[src/rtl/lw_sram_pkg.sv]
package lw_sram_pkg;

    localparam int LANE_W_DEF = 9;
    localparam int LANES_DEF  = 4;
    localparam int AW_DEF     = 4;

    typedef enum logic [1:0] {
        ST_RUN,
        ST_ENTER,
        ST_SLEEP,
        ST_WAKE
    } pwr_state_e;

    typedef enum logic [1:0] {
        OP_IDLE,
        OP_READ,
        OP_WRITE
    } op_e;

endpackage

[src/rtl/lw_sram_pwr.sv]
module lw_sram_pwr
    import lw_sram_pkg::*;
(
    input  logic       clk,
    input  logic       rst_n,
    input  logic       sleep,
    output pwr_state_e state,
    output logic       accept,
    output logic       awake
);

    pwr_state_e state_q;
    pwr_state_e state_d;

    // state register
    always_ff @(posedge clk or negedge rst_n) begin
        if (!rst_n) begin
            state_q <= ST_RUN;
        end else begin
            state_q <= state_d;
        end
    end

    // next state
    always_comb begin
        state_d = state_q;
        unique case (state_q)
            ST_RUN:   if (sleep)  state_d = ST_ENTER;
            ST_ENTER: state_d = sleep ? ST_SLEEP : ST_WAKE;
            ST_SLEEP: if (!sleep) state_d = ST_WAKE;
            ST_WAKE:  state_d = sleep ? ST_ENTER : ST_RUN;
            default:  state_d = ST_RUN;
        endcase
    end

    // outputs
    always_comb begin
        state  = state_q;
        awake  = (state_q == ST_RUN);
        accept = (state_q == ST_RUN) && !sleep;
    end

endmodule

[src/rtl/lw_sram_cmd.sv]
module lw_sram_cmd
    import lw_sram_pkg::*;
#(
    parameter int AW     = AW_DEF,
    parameter int LANES  = LANES_DEF,
    parameter int LANE_W = LANE_W_DEF,
    localparam int DW    = LANES * LANE_W
) (
    input  logic             clk,
    input  logic             rst_n,
    input  logic             accept,
    input  logic             cs_n,
    input  logic             we_n,
    input  logic [LANES-1:0] lane_we_n,
    input  logic [AW-1:0]    addr,
    input  logic [DW-1:0]    din,
    output op_e              op_q,
    output logic [AW-1:0]    cmd_addr,
    output logic             pend_vld,
    output logic [AW-1:0]    pend_addr,
    output logic [LANES-1:0] pend_en,
    output logic [DW-1:0]    pend_data,
    output logic             commit
);

    op_e              op_d;
    logic [LANES-1:0] cmd_en;

    always_comb begin
        op_d = OP_IDLE;
        if (accept && !cs_n) begin
            op_d = we_n ? OP_READ : OP_WRITE;
        end
    end

    // command register: first pipeline stage
    always_ff @(posedge clk or negedge rst_n) begin
        if (!rst_n) begin
            op_q     <= OP_IDLE;
            cmd_addr <= '0;
            cmd_en   <= '0;
        end else begin
            op_q     <= op_d;
            cmd_addr <= addr;
            cmd_en   <= ~lane_we_n;
        end
    end

    // pending-write register, loaded on the late data edge
    always_ff @(posedge clk or negedge rst_n) begin
        if (!rst_n) begin
            pend_vld  <= 1'b0;
            pend_addr <= '0;
            pend_en   <= '0;
            pend_data <= '0;
        end else if (op_q == OP_WRITE) begin
            pend_vld  <= 1'b1;
            pend_addr <= cmd_addr;
            pend_en   <= cmd_en;
            pend_data <= din;
        end
    end

    // the older pending word leaves for the array on the same edge
    assign commit = (op_q == OP_WRITE) && pend_vld;

endmodule

[src/rtl/lw_sram_store.sv]
module lw_sram_store
    import lw_sram_pkg::*;
#(
    parameter int AW     = AW_DEF,
    parameter int LANES  = LANES_DEF,
    parameter int LANE_W = LANE_W_DEF,
    localparam int DW    = LANES * LANE_W,
    localparam int DEPTH = 1 << AW
) (
    input  logic             clk,
    input  logic             wr_en,
    input  logic [AW-1:0]    wr_addr,
    input  logic [LANES-1:0] wr_lane_en,
    input  logic [DW-1:0]    wr_data,
    input  logic [AW-1:0]    rd_addr,
    output logic [DW-1:0]    rd_data
);

    for (genvar g = 0; g < LANES; g++) begin : g_bank
        logic [LANE_W-1:0] bank [DEPTH];

        always_ff @(posedge clk) begin
            if (wr_en && wr_lane_en[g]) begin
                bank[wr_addr] <= wr_data[g*LANE_W +: LANE_W];
            end
        end

        assign rd_data[g*LANE_W +: LANE_W] = bank[rd_addr];
    end

endmodule

[src/rtl/lw_sram_rdpath.sv]
module lw_sram_rdpath
    import lw_sram_pkg::*;
#(
    parameter int AW     = AW_DEF,
    parameter int LANES  = LANES_DEF,
    parameter int LANE_W = LANE_W_DEF,
    localparam int DW    = LANES * LANE_W
) (
    input  logic             clk,
    input  logic             rst_n,
    input  op_e              op,
    input  logic [AW-1:0]    rd_addr,
    input  logic [DW-1:0]    arr_data,
    input  logic             pend_vld,
    input  logic [AW-1:0]    pend_addr,
    input  logic [LANES-1:0] pend_en,
    input  logic [DW-1:0]    pend_data,
    output logic [DW-1:0]    q_data,
    output logic             q_vld
);

    logic          hit;
    logic [DW-1:0] merged;

    assign hit = pend_vld && (pend_addr == rd_addr);

    for (genvar g = 0; g < LANES; g++) begin : g_merge
        assign merged[g*LANE_W +: LANE_W] = (hit && pend_en[g])
                                          ? pend_data[g*LANE_W +: LANE_W]
                                          : arr_data[g*LANE_W +: LANE_W];
    end

    // output register
    always_ff @(posedge clk or negedge rst_n) begin
        if (!rst_n) begin
            q_vld  <= 1'b0;
            q_data <= '0;
        end else begin
            q_vld <= (op == OP_READ);
            if (op == OP_READ) begin
                q_data <= merged;
            end
        end
    end

endmodule

[src/rtl/lw_sram.sv]
module lw_sram
    import lw_sram_pkg::*;
#(
    parameter int AW     = AW_DEF,
    parameter int LANES  = LANES_DEF,
    parameter int LANE_W = LANE_W_DEF,
    localparam int DW    = LANES * LANE_W
) (
    input  logic             clk,
    input  logic             rst_n,
    input  logic             cs_n,
    input  logic             we_n,
    input  logic [LANES-1:0] lane_we_n,
    input  logic [AW-1:0]    addr,
    input  logic [DW-1:0]    din,
    input  logic             oe_n,
    input  logic             sleep,
    output logic [DW-1:0]    dout,
    output logic             dq_oe
);

    pwr_state_e       pwr_state;
    logic             cmd_accept;
    logic             awake;
    op_e              op_q;
    logic [AW-1:0]    cmd_addr;
    logic             pend_vld;
    logic [AW-1:0]    pend_addr;
    logic [LANES-1:0] pend_en;
    logic [DW-1:0]    pend_data;
    logic             commit;
    logic [DW-1:0]    arr_data;
    logic [DW-1:0]    q_data;
    logic             rd_vld;

    lw_sram_pwr i_pwr (
        .clk    (clk),
        .rst_n  (rst_n),
        .sleep  (sleep),
        .state  (pwr_state),
        .accept (cmd_accept),
        .awake  (awake)
    );

    lw_sram_cmd #(.AW(AW), .LANES(LANES), .LANE_W(LANE_W)) i_cmd (
        .clk       (clk),
        .rst_n     (rst_n),
        .accept    (cmd_accept),
        .cs_n      (cs_n),
        .we_n      (we_n),
        .lane_we_n (lane_we_n),
        .addr      (addr),
        .din       (din),
        .op_q      (op_q),
        .cmd_addr  (cmd_addr),
        .pend_vld  (pend_vld),
        .pend_addr (pend_addr),
        .pend_en   (pend_en),
        .pend_data (pend_data),
        .commit    (commit)
    );

    lw_sram_store #(.AW(AW), .LANES(LANES), .LANE_W(LANE_W)) i_store (
        .clk        (clk),
        .wr_en      (commit),
        .wr_addr    (pend_addr),
        .wr_lane_en (pend_en),
        .wr_data    (pend_data),
        .rd_addr    (cmd_addr),
        .rd_data    (arr_data)
    );

    lw_sram_rdpath #(.AW(AW), .LANES(LANES), .LANE_W(LANE_W)) i_rd (
        .clk       (clk),
        .rst_n     (rst_n),
        .op        (op_q),
        .rd_addr   (cmd_addr),
        .arr_data  (arr_data),
        .pend_vld  (pend_vld),
        .pend_addr (pend_addr),
        .pend_en   (pend_en),
        .pend_data (pend_data),
        .q_data    (q_data),
        .q_vld     (rd_vld)
    );

    // driver: registered word, gated asynchronously
    assign dout  = q_data;
    assign dq_oe = rd_vld && !oe_n && !sleep && awake && (op_q != OP_WRITE);

endmodule

[config.mk]
export PLATFORM = sky130hd
export DESIGN_NAME = lw_sram
export DESIGN_NICKNAME = d
export VERILOG_FILES = /design/src/rtl/lw_sram_pkg.sv /design/src/rtl/lw_sram_pwr.sv /design/src/rtl/lw_sram_cmd.sv /design/src/rtl/lw_sram_store.sv /design/src/rtl/lw_sram_rdpath.sv /design/src/rtl/lw_sram.sv
export SDC_FILE = /design/constraint.sdc
export NUM_CORES = 1
export LEC_CHECK = 0
export BUFFER_PORTS_ARGS = -buffer_cell sky130_fd_sc_hd__buf_2
export CAP_MARGIN = 20
export CORE_UTILIZATION = 66
export DETAILED_ROUTE_END_ITERATION = 16
export GPL_ROUTABILITY_DRIVEN = 0
export GPL_TIMING_DRIVEN = 0
export PLACE_DENSITY = 0.84
export SLEW_MARGIN = 20
export SYNTH_ARGS = -nofsm -noshare
export SYNTH_HDL_FRONTEND = slang
export SYNTH_SLANG_ARGS = --single-unit
[constraint.sdc]
create_clock -name clk -period 5.6 [get_ports clk]
set_clock_uncertainty 0.05 [all_clocks]
set_input_delay 0.28 -clock clk [delete_from_list [all_inputs] [get_ports clk]]
set_output_delay 0.28 -clock clk [all_outputs]
set_load 0.005 [all_outputs]
==> reports/qor.csv <==
stage,metric,value,unit
sta,RSZ-0062 raised after global routing,false,
synthesis,Mapped Nets,1349,
clock_tree,post-CTS resize count,0,
clock_tree,Clock Pin Slew Worst Setup and Hold Paths,60,ps
clock_tree,CTS Buf Count,61,
sta,share of the clock period used by the worst path,58.3,%
power,Max rail drop VDD,0.374,mV
placement,detailed placement HPWL,39800,um
synthesis,"FF+latch count, synth",670,
sta,Hold Slack,88.3,ps
worst_hold_path,min-delay worst type,input pin to asynchronous set/reset pin,
sta,Peak Freq,0.306,GHz
route,Initial DRT Pass Iterations,9,
critical_path,crit end category,flop,
power,power density cells,431,nW/um^2
route,Post-DRT Antenna Nets,0,
route,remaining routing DRC violations,0,
run,max_cap viols,0,
floorplanning,die width,200,um
synthesis,Synth Flop Type,edfxtp_1,
final_layout,fin nets,1550,
critical_path,slowest CP cell,nor2_1,
route,detailed-route wire length,67100,um
critical_path,Critical Path Fanout Max,10,
floorplanning,Core Box Area,38700,sq um
route,via-per-instance ratio,7.10,
route,Starting DRT DRC Count,2048,
critical_path,critical path required time,5780,ps
floorplanning,Starting Density,67.0,%
grt,global-route wire length before repair,97000,um
final_layout,Non-Filler Instances,2065,
synthesis,Synth Instances,1294,
grt,grt ovf,0,
critical_path,crit path launch type,flop,
route,DR WL/cell,32.5,um
clock_tree,clk_lat worst skew,630,ps
final_layout,most common library cell in the layout ignoring fill and taps,edfxtp_1,
sta,Setup Viol. Count Final,0,
synthesis,yosys warns,0,
grt,antenna violations before repair,0,
clock_tree,maximum buffer depth of the clock tree,3,
sta,Slew HR,20.3,%
clock_tree,cell chosen for the clock root,clkbuf_16,
route,total number of vias,14652,
grt,GRT Total Usage,34.1,%
synthesis,asr flop ratio synth,14.0,%
synthesis,number of flops mapped to enable cells by yosys,576,
sta,Slew @ Worst Pin,1190,ps
critical_path,"Worst Path Class, Setup",flop to flop,
synthesis,Unique masters post-synth,33,
final_layout,most frequent cells in the layout,"edfxtp_1, mux4_2, buf_2",
final_layout,"Area growth, synth to finish",14.2,%
sta,final setup TNS,0,ps
power,leakage,9.96,nW
floorplanning,DIE AREA,40100,sq um
sta,"Hold Vio Cnt, Final",0,
synthesis,post-synthesis sequential area ratio,75.7,%
clock_tree,CTS tree,built,
grt,vias in the first global route,15172,
critical_path,crit-path max cell delay,960,ps
critical_path,worst-path cell chain,nor2b_1 > clkbuf_1 > nand3_1 > clkbuf_1 > nor2_1,
critical_path,CP dominant cell by count,clkbuf_1,
floorplanning,Row Count,72,
final_layout,ANT cells,0,
sta,crit path time final,3260,ps
floorplanning,height of the chip,200,um
sta,max-slew violation count,0,
synthesis,Post-Syn Area,26000,sq um
status,status,"complete, no violations",
critical_path,arrival time worst endpoint,3450,ps
grt,pin count of the biggest net entering global routing,58,
clock_tree,clock sink total,670,
placement,placed insts,1900,
final_layout,layout cells sized above 1,27.1,%
clock_tree,H-tree depth,2,
floorplanning,Ports,87,
synthesis,Syn Area/Cell,20.1,sq um
placement,Buffers on Ports,86,
==> flip-flops by register name (all words and copies together), names as in the netlist, 2 cells and up <==
register,cells
i_cmd.cmd_addr,4
i_cmd.pend_en,4
i_rd.q_data,36
i_cmd.op_q,2
i_cmd.pend_data,36
i_pwr.state,2
i_store.g_bank.bank,576
i_cmd.pend_addr,4
i_cmd.cmd_en,4
==> critical path: cells and delay by family, from the launching register on <==
family | cells | cell delay [ps]
flops | 1 | 390
buf+inv | 2 | 950
simple gates | 3 | 1480
==> stage by stage <==
| stage | area, sq um | utilization [%] | worst slack (ps) | total power [mW] |
|---|---|---|---|---|
| floorplan | 26000 | - | 3600 | 7.73 |
| global placement | 27000 | 69.8 | 2620 | 8.39 |
| detailed placement | 27100 | 70.0 | 2580 | 8.54 |
| CTS | 29600 | 76.4 | 2470 | 12.7 |
| global route | 29600 | 76.5 | 2300 | 13.1 |
| finish | 29600 | 76.5 | 2340 | 12.8 |
==> final cells by class <==
type                    count  area (sq um)
fillers                  1973          9100
clock inverters            27           240
inverters                  12          45.0
well taps                 518           648
repair buffers            138           973
plain buffers              73           380
flip-flops and latches    670         19600
multi-input cells         539          5950
clock buffers              88          1750
==> cell usage after synthesis, drive strengths merged (11+ instances only) <==
cell | number | area share (%)
a41oi | 36 | 1.2
dfrtp | 94 | 9.1
o21ai | 41 | 0.79
mux4 | 144 | 12
edfxtp | 576 | 67
and2 | 38 | 0.92
inv | 12 | 0.17
a22o | 72 | 2.4
nand3 | 11 | 0.21
mux2 | 40 | 1.7
nor2 | 108 | 1.6
clkbuf | 39 | 0.56
buf | 34 | 0.90
nand2 | 16 | 0.23
==> worst paths after layout <==
check | to | slack [ps] | cells after the start | from
min | i_cmd.pend_data[1]$_DFFE_PN0N_ | 90 | 2 | rst_n
max in group asynchronous | i_cmd.op_q[1]$_DFF_PN0_ | 4730 | 3 | rst_n
min reg2reg | i_cmd.pend_en[0]$_DFFE_PN0N_ | 420 | 2 | i_cmd.cmd_en[0]$_DFF_PN0_
max reg2reg | i_store.g_bank[1].bank[10][1]$_DFFE_PP_ | 2340 | 5 | i_cmd.op_q[0]$_DFF_PN0_
max | i_store.g_bank[1].bank[10][1]$_DFFE_PP_ | 2340 | 5 | i_cmd.op_q[0]$_DFF_PN0_
min in group clk | i_cmd.cmd_addr[1]$_DFF_PN0_ | 250 | 2 | addr[1]
==> metal layers <==
| layer | track usage (%) | share of wire, % | vias to the layer above |
|---|---|---|---|
| met2 | 54.9 | 49 | 1219 |
| met1 | 44.5 | 35 | 7477 |
| met4 | 16.7 | 5.1 | 0 |
| met3 | 7.89 | 11 | 288 |
| li1 | - | - | 5668 |
| met5 | 0 | 0 | - |
==> what timing repair did <==
action	in CTS	in global routing
endpoints found under the setup margin	0	0
endpoints found under the hold margin	142	0
hold buffers	49	0
setup buffers	0	0
==> power breakdown <==
part | leakage (nW) | internal [mW] | total (mW) | switching (mW)
logic | 2.61 | 0.616 | 1.46 | 0.844
clock network | 0.980 | 2.35 | 4.17 | 1.82
registers | 6.37 | 6.35 | 7.15 | 0.801
==> logic make-up (layout without fill, tap and decap cells) <==
kind of cell	count (synthesis)	count (layout)	share of synthesized area, %
AOI/OAI and AO/OA	157	157	4.72
muxes	185	185	14.3
buffers and inverters	85	338	1.64
adders and majority gates	5	5	0.241
xor gates and xnor gates	4	4	0.135
and+or+nand+nor	188	188	3.29
DFF	670	670	75.7
No activity file was read; power rests on OpenSTA's default activity.
